[src/rtl/adsel_pkg.sv]
package adsel_pkg;

    localparam int NUM_DIRS = 4;
    localparam int LINK_W   = 2;

    typedef enum logic [1:0] {
        DIR_N = 2'b00,
        DIR_E = 2'b01,
        DIR_W = 2'b10,
        DIR_S = 2'b11
    } dir_t;

    typedef enum logic [1:0] {
        LNK_FREE = 2'b00,
        LNK_BUSY = 2'b01,
        LNK_CONG = 2'b10
    } link_t;

    typedef enum logic [2:0] {
        SEL_IDLE,
        SEL_LOCAL,
        SEL_DEFAULT,
        SEL_ALT_FIRST,
        SEL_ALT_SECOND,
        SEL_STALL
    } sel_state_t;

endpackage

[src/rtl/adsel_link_status.sv]
module adsel_link_status
    import adsel_pkg::*;
#(
    parameter int NUM = NUM_DIRS
) (
    input  logic [NUM-1:0]        full,
    input  logic [NUM-1:0]        half,
    output logic [LINK_W*NUM-1:0] code
);

    genvar d;
    generate
        for (d = 0; d < NUM; d++) begin : g_link
            // A full queue overrides the half-full flag.
            always_comb begin
                if (full[d])      code[LINK_W*d +: LINK_W] = LNK_CONG;
                else if (half[d]) code[LINK_W*d +: LINK_W] = LNK_BUSY;
                else              code[LINK_W*d +: LINK_W] = LNK_FREE;
            end
        end
    endgenerate

endmodule

[src/rtl/adsel_xy.sv]
module adsel_xy
    import adsel_pkg::*;
#(
    parameter int CW = 4
) (
    input  logic [CW-1:0] here_x,
    input  logic [CW-1:0] here_y,
    input  logic [CW-1:0] dest_x,
    input  logic [CW-1:0] dest_y,
    output dir_t          dflt,
    output logic          at_home
);

    always_comb begin
        at_home = (dest_x == here_x) && (dest_y == here_y);
        if (dest_x > here_x)      dflt = DIR_E;
        else if (dest_x < here_x) dflt = DIR_W;
        else if (dest_y > here_y) dflt = DIR_N;
        else                      dflt = DIR_S;
    end

endmodule

[src/rtl/adsel_alt_pick.sv]
module adsel_alt_pick
    import adsel_pkg::*;
(
    input  dir_t                       dflt,
    input  logic [LINK_W*NUM_DIRS-1:0] code,
    output dir_t                       alt_a,
    output dir_t                       alt_b,
    output logic                       dflt_cong,
    output logic                       a_free,
    output logic                       b_free
);

    logic [LINK_W-1:0] code_d, code_a, code_b;

    // The alternatives are the two links perpendicular to the default.
    always_comb begin
        unique case (dflt)
            DIR_N, DIR_S: begin alt_a = DIR_E; alt_b = DIR_W; end
            default:      begin alt_a = DIR_N; alt_b = DIR_S; end
        endcase
    end

    // Three readers of the link codes, each selected by one direction.
    always_comb begin
        code_d    = code[LINK_W*dflt  +: LINK_W];
        code_a    = code[LINK_W*alt_a +: LINK_W];
        code_b    = code[LINK_W*alt_b +: LINK_W];
        dflt_cong = (code_d == LNK_CONG);
        a_free    = (code_a == LNK_FREE);
        b_free    = (code_b == LNK_FREE);
    end

endmodule

[src/rtl/adaptive_port_select.sv]
module adaptive_port_select
    import adsel_pkg::*;
#(
    parameter int COORD_W = 4
) (
    input  logic                       clk,
    input  logic                       rst_n,
    input  logic [COORD_W-1:0]         here_x,
    input  logic [COORD_W-1:0]         here_y,
    input  logic                       pkt_valid,
    input  logic [COORD_W-1:0]         dest_x,
    input  logic [COORD_W-1:0]         dest_y,
    input  logic [NUM_DIRS-1:0]        nb_full,
    input  logic [NUM_DIRS-1:0]        nb_half,
    output logic [LINK_W*NUM_DIRS-1:0] nb_status,
    output logic [1:0]                 out_dir,
    output logic                       out_local,
    output logic                       out_valid,
    output logic                       out_stall
);

    sel_state_t state_q, state_d;
    dir_t       dir_q, dir_d;
    dir_t       dflt, alt_a, alt_b;
    logic       at_home, dflt_cong, a_free, b_free;

    adsel_link_status #(.NUM(NUM_DIRS)) u_status (
        .full (nb_full),
        .half (nb_half),
        .code (nb_status)
    );

    adsel_xy #(.CW(COORD_W)) u_xy (
        .here_x  (here_x),
        .here_y  (here_y),
        .dest_x  (dest_x),
        .dest_y  (dest_y),
        .dflt    (dflt),
        .at_home (at_home)
    );

    adsel_alt_pick u_alt (
        .dflt      (dflt),
        .code      (nb_status),
        .alt_a     (alt_a),
        .alt_b     (alt_b),
        .dflt_cong (dflt_cong),
        .a_free    (a_free),
        .b_free    (b_free)
    );

    // Next-state selection, in priority order.
    always_comb begin
        if (!pkt_valid) begin
            state_d = SEL_IDLE;       dir_d = DIR_N;
        end else if (at_home) begin
            state_d = SEL_LOCAL;      dir_d = DIR_N;
        end else if (!dflt_cong) begin
            state_d = SEL_DEFAULT;    dir_d = dflt;
        end else if (a_free) begin
            state_d = SEL_ALT_FIRST;  dir_d = alt_a;
        end else if (b_free) begin
            state_d = SEL_ALT_SECOND; dir_d = alt_b;
        end else begin
            state_d = SEL_STALL;      dir_d = dflt;
        end
    end

    // State register.
    always_ff @(posedge clk) begin
        if (!rst_n) begin
            state_q <= SEL_IDLE;
            dir_q   <= DIR_N;
        end else begin
            state_q <= state_d;
            dir_q   <= dir_d;
        end
    end

    // Outputs decoded from the held state.
    always_comb begin
        out_dir   = dir_q;
        out_local = 1'b0;
        out_valid = 1'b0;
        out_stall = 1'b0;
        unique case (state_q)
            SEL_IDLE:       ;
            SEL_LOCAL:      begin out_local = 1'b1; out_valid = 1'b1; end
            SEL_DEFAULT,
            SEL_ALT_FIRST,
            SEL_ALT_SECOND: out_valid = 1'b1;
            SEL_STALL:      out_stall = 1'b1;
            default:        ;
        endcase
    end

    // Checks. full_seen holds the full flags from the cycle that was decided.
    logic [NUM_DIRS-1:0] full_seen;
    always_ff @(posedge clk) full_seen <= nb_full;

    assert_no_grant_into_full_R6: assert property (@(posedge clk) disable iff (!rst_n)
        (out_valid && !out_local && $past(rst_n)) |-> !full_seen[out_dir]);

    assert_idle_after_no_packet_R9: assert property (@(posedge clk) disable iff (!rst_n)
        ($past(rst_n) && !$past(pkt_valid)) |-> (!out_valid && !out_stall && !out_local));

    assert_valid_stall_exclusive_R7: assert property (@(posedge clk) disable iff (!rst_n)
        !(out_valid && out_stall));

    assert_local_is_granted_R8: assert property (@(posedge clk) disable iff (!rst_n)
        out_local |-> (out_valid && out_dir == 2'b00));

    assert_stall_needs_full_default_R7: assert property (@(posedge clk) disable iff (!rst_n)
        out_stall |-> full_seen[out_dir]);

endmodule

[config.mk]
export PLATFORM = sky130hd
export DESIGN_NAME = adaptive_port_select
export DESIGN_NICKNAME = d
export VERILOG_FILES = /design/src/rtl/adsel_pkg.sv /design/src/rtl/adsel_link_status.sv /design/src/rtl/adsel_xy.sv /design/src/rtl/adsel_alt_pick.sv /design/src/rtl/adaptive_port_select.sv
export SDC_FILE = /design/constraint.sdc
export NUM_CORES = 1
export LEC_CHECK = 0
export BUFFER_PORTS_ARGS = -buffer_cell sky130_fd_sc_hd__buf_2
export CORE_ASPECT_RATIO = 1.2
export CORE_UTILIZATION = 35
export DETAILED_ROUTE_END_ITERATION = 10
export GPL_ROUTABILITY_DRIVEN = 0
export PLACE_DENSITY = 0.72
export SLEW_MARGIN = 20
export SYNTH_ARGS = -nofsm -noshare
export SYNTH_HDL_FRONTEND = slang
export SYNTH_SLANG_ARGS = --single-unit
[constraint.sdc]
create_clock -name clk -period 1.8 [get_ports clk]
set_clock_uncertainty 0.1 [all_clocks]
set_input_delay 0.09 -clock clk [delete_from_list [all_inputs] [get_ports clk]]
set_output_delay 0.09 -clock clk [all_outputs]
set_load 0.05 [all_outputs]
# Word level (Yosys, flattened, before mapping)
# Cells that the tools add are included.
# W data, S select, Z words.
# word_totals
reg_bits,5
latchBits,0
mem_bits_rw,0
romBits,0
inputBits,27
out_inout_bits,13
n_memories,0
# op_classes
addsub,0
n_mul,0
div_mod_pow,0
order_cmp,3
n_eq_ne,9
shift,3
mux,23
bitwise_logic,3
n_reduce_logical,9
# ops
operator,n
$mux W2,12
$shiftx A8 B4 Y2,2
$mux W1,11
$eq A4 B4 Y1,2
$gt A4 B4 Y1,2
$shiftx A8 B3 Y2,1
$eq A3 B2 Y1 const B,2
$eq A3 B3 Y1 const B,2
$logic_not A2 Y1,3
$reduce_or A5 Y1,1
$eq A2 B2 Y1 const B,2
$lt A4 B4 Y1,1
$reduce_or A4 Y1,1
$eq A3 B1 Y1 const B,1
$not A1 Y1,3
$reduce_or A3 Y1,1
$reduce_and A2 Y1,1
$reduce_or A2 Y1,1
$logic_and A1 B1 Y1,1

# Longest topological paths before layout
# logic_depth
depth_word,13
ltp_mapped,8
mapped_depth_nobuf,8

# Cells and area by module
# Synthesis repeated with hierarchy kept, for this count alone.
# unflattened
hier_cells,81
area_unflattened_um2,673.1
# modules_own_cells
mod,n_inst,cells_each,area_per_inst_um2
adsel_xy,1,31,234.0
adaptive_port_select,1,25,225.2
adsel_alt_pick,1,17,128.9
adsel_link_status,1,8,85.1

# Worst setup path after synthesis
# Ideal clock, no wire load.
# synth_timing
kind,input to register
from,input port here_x[3]
to,"register dir_q[1], in the netlist out_dir[1]"
setup_time_ps,116
arrival_time_ps,1556
required_time_ps,1584
setup_slack_ps,28
stages,7
cell_sequence,inv_1 > ha_1 > a21o_1 > o31ai_4 > mux2_4 > a21o_1 > o211a_1
# synth_between
elab_chain_cells,11
# synth_lines
item,line,source
from (decl),adaptive_port_select.sv:8,"input logic [COORD_W-1:0] here_x,"
$lt A4 B4 Y1,adsel_xy.sv:17,else if (dest_x < here_x) dflt = DIR_W;
$mux W2,adsel_xy.sv:17,
$mux W2,adsel_xy.sv:16,if (dest_x > here_x) dflt = DIR_E;
$eq A2 B2 Y1 or $logic_not A2 Y1 (tied branches),adsel_alt_pick.sv:17,unique case (dflt)
$reduce_or A2 Y1,adsel_alt_pick.sv:17,
$mux W1,adsel_alt_pick.sv:17,
$shiftx A8 B4 Y2,adsel_alt_pick.sv:27,code_b = code[LINK_W*alt_b +: LINK_W];
$logic_not A2 Y1,adsel_alt_pick.sv:30,b_free = (code_b == LNK_FREE);
$mux W2,adaptive_port_select.sv:62,end else if (b_free) begin
$mux W2,adaptive_port_select.sv:60,end else if (a_free) begin
$mux W2,adaptive_port_select.sv:58,end else if (!dflt_cong) begin
to (signal assigned),adaptive_port_select.sv:76,dir_q <= dir_d;
to (decl),adaptive_port_select.sv:23,"dir_t dir_q, dir_d;"
# Several ways; a longest one is shown, not always the timed one.
# A chain may end at the register's enable or synchronous reset.

# Final worst setup path
# layout_timing
from,input port here_x[1]
to,"register dir_q[0], in the netlist out_dir[0]"
# The elaborated chain is that of the path after synthesis.

==> results.md <==
- Status: completed
- Final Cycle Share: 92.5%
- Yosys Warn Count: 0
- Cells after DPL: roughly 140
- CTS max path bufs: 2
- Post-CTS resize count: 0
- Final Worst Setup Slack: roughly 140 ps
- Seq/Total Area, Yosys: about 15%
- First-pass GRT wire length: approximately 2500 um
- Mapped Nets: about 120
- Synth-to-Final Area Change: 41.9%
- Synth Instances: 82
- Initial antenna violation count: 0
- Total GRT Usage: 15.0%
- Min Tclk post-route: 1660 ps
- Final net count: 165
- I/O Buffers: 39
- Die X: around 42 um
- Initial Utilization: 39.1%
- Die Area: approximately 0.0021 mm^2
- Top-count cell post-synth: inv_1
- Measured slew at the worst slew-check pin: 264 ps
- CP max FO: 4
- Final hold vios: 0
- Pwr Density: about 530 mW/mm^2
- TritonRoute pass-1 iters: 4
- Leakage power: 0.539 nW
- Setup crit start kind: input pin
- Top FF cell, synth: dfxtp_1
- Slew Viols, Final: 0
- Ports: 40
- GRT overflow: 0
- Post-synth ARST share: 0%
- Die Y: 49.8 um
- Root buf cell: clkbuf_4
- Synth top cells by count: 9 x inv_1, 8 x ha_1, 6 x a21oi_1, 6 x nor2b_1
- MaxCap Viol Count: 0
- Yosys top cell area share: 15.0%
- Setup Total Neg Slack: 0 ps
- WS Path Type: in2reg
- Reg clk slew, reported paths: 40 ps
- Multi-input logic area: 498 um^2
- # diodes: 0
- Fillers: 160
- Setup-failing EPs final: 0
- Crit. End Element: flop
- Drt wl/cell: 10.0 um
- Mean number of vias per cell: 5.01
- CP startpoint: here_x[1]
- Vias: 737
- Mean post-synth cell area: 8.12 um^2
- Seq. cell area: 100 um^2
- Synth area leaders: dfxtp_1 15%, ha_1 15%, nor2b_1 5.6%, inv_1 5.1%, a21oi_1 4.5%
- Max Clk Rate: 601 MHz
- # DRC: 0
- Final instance count without filler cells: 147
- Final wirelength: 1480 um
- Worst path arrival time: 1690 ps
- Synth cell types: 32
- Worst path required time: 1820 ps
- VDD IR max: 0.181 mV
- Overall power: 502 uW
- Dpl ws: -110 ps
- Pin count of the biggest net entering global routing: 7
- Final ANT Viol Nets: 0
- Vias in the first global route: 724
- Dominant cell type by area after synthesis: dfxtp_1
- Clk sinks: 5
- Share of cells above drive strength 1: between 40% and 50%
- Num rows: 16
- Core area: 0.00170 mm^2
- Detailed Route Iter0 Violations: 5
- Hold Crit Class: in2reg
- Unrepaired setup endpoints after global routing: no
- Post-synth EDFFs: 0
- Cell Area, Synth: between 600 and 700 um^2
- Hpwl dp: 1310 um
- Yosys reg bits: 5
- H-tree levels: 1
- CTS tree: built
- Max_slew headroom: between 80% and 90%
- Worst setup path endpoint: out_dir[0]
- TritonCTS Buffers: 3
[final cells by class]
cell class | count | share of cell area (%)
multi-input combinational | 63 | 52.7
timing repair buffer | 47 | 27.5
sequential | 5 | 10.6
inverter | 10 | 3.97
clock buffer | 4 | 2.78
tap | 18 | 2.38
[metal layers]
layer | part of all wire [%] | routed length, um | vias up | track usage [%]
met5 | 0 | 0 | - | 0
met4 | 0.41 | 6 | 0 | 8.06
met3 | 2.4 | 35 | 2 | 1.10
met2 | 60 | 882 | 14 | 31.3
met1 | 37 | 552 | 338 | 13.7
li1 | - | - | 383 | -
[how the worst min path moves through the flow]
stage          startpoint         end  slack, ps  depth (start not counted)
3_3_place_gp    pkt_valid  state_q[0]        230                          3
5_1_grt        nb_half[1]  out_dir[0]        130                          4
4_1_cts        nb_half[1]  out_dir[0]        100                          4
2_1_floorplan   pkt_valid  state_q[0]        110                          2
3_5_place_dp    pkt_valid  state_q[0]        240                          3
6_report       nb_half[1]  out_dir[0]        110                          4
[metrics by stage]
stage / area, um^2 / util (%) / hold slack, ps
2_1_floorplan: 666 / - / 105
3_3_place_gp: 898 / 52.8 / 234
3_5_place_dp: 898 / 52.8 / 241
4_1_cts: 945 / 55.5 / 104
5_1_grt: 945 / 55.5 / 129
6_report: 945 / 55.5 / 113
[report_power, final]
group / internal (mW) / switching (mW) / leakage [nW] / total [mW]
Sequential: 0.119 / 0.00356 / 0.0410 / 0.122
Clock: 0.0836 / 0.0431 / 0.0150 / 0.127
Combinational: 0.101 / 0.152 / 0.483 / 0.253
[layout by cell type, fill, tap and decap left out, drive strengths merged]
cell type    netlist  final
and3               2      2
inv               10     10
nand2              5      5
dfxtp              5      5
dlygate4sd3        0      2
buf                4     45
a211oi             1      1
nor4               1      1
xnor2              1      1
nand3              4      4
nand4              1      1
nor3b              1      1
o211ai             3      3
a21oi              7      7
and4               2      2
clkbuf             0      4
o21ai              3      3
and3b              2      2
a21o               3      3
nor2b              6      6
and2               2      2
o31ai              2      2
mux2i              1      1
mux2               2      2
ha                 8      8
nor2               5      5
o211a              1      1
[flip-flops by register name, indices dropped and copies added (netlist names)]
| register | cells |
|---|---|
| state_q | 3 |
| out_dir | 2 |
[critical path, cell delays in order]
cell and delay [ps]:
buf_2 80, inv_1 30, ha_1 300, nor2b_1 270, o31ai_4 120, buf_4 160, nor4_2 240, and3b_1 210
o21ai_1 110, a21oi_1 80
[kinds of logic after synthesis]
family,Yosys count,synth area share [%]
AOI/OAI and AO/OA,20,23.3
adders and majority gates,8,15.0
xor gates and xnor gates,1,1.32
buffers and inverters,14,10.1
muxes,3,6.02
and+or+nand+nor,31,29.1
DFF,5,15.0
[repair_timing]
action,4_1_cts,5_1_grt
endpoints found under the hold margin,1,0
buffers inserted,0,0
hold buffers,2,0
Power figures use the tool's default switching activity.
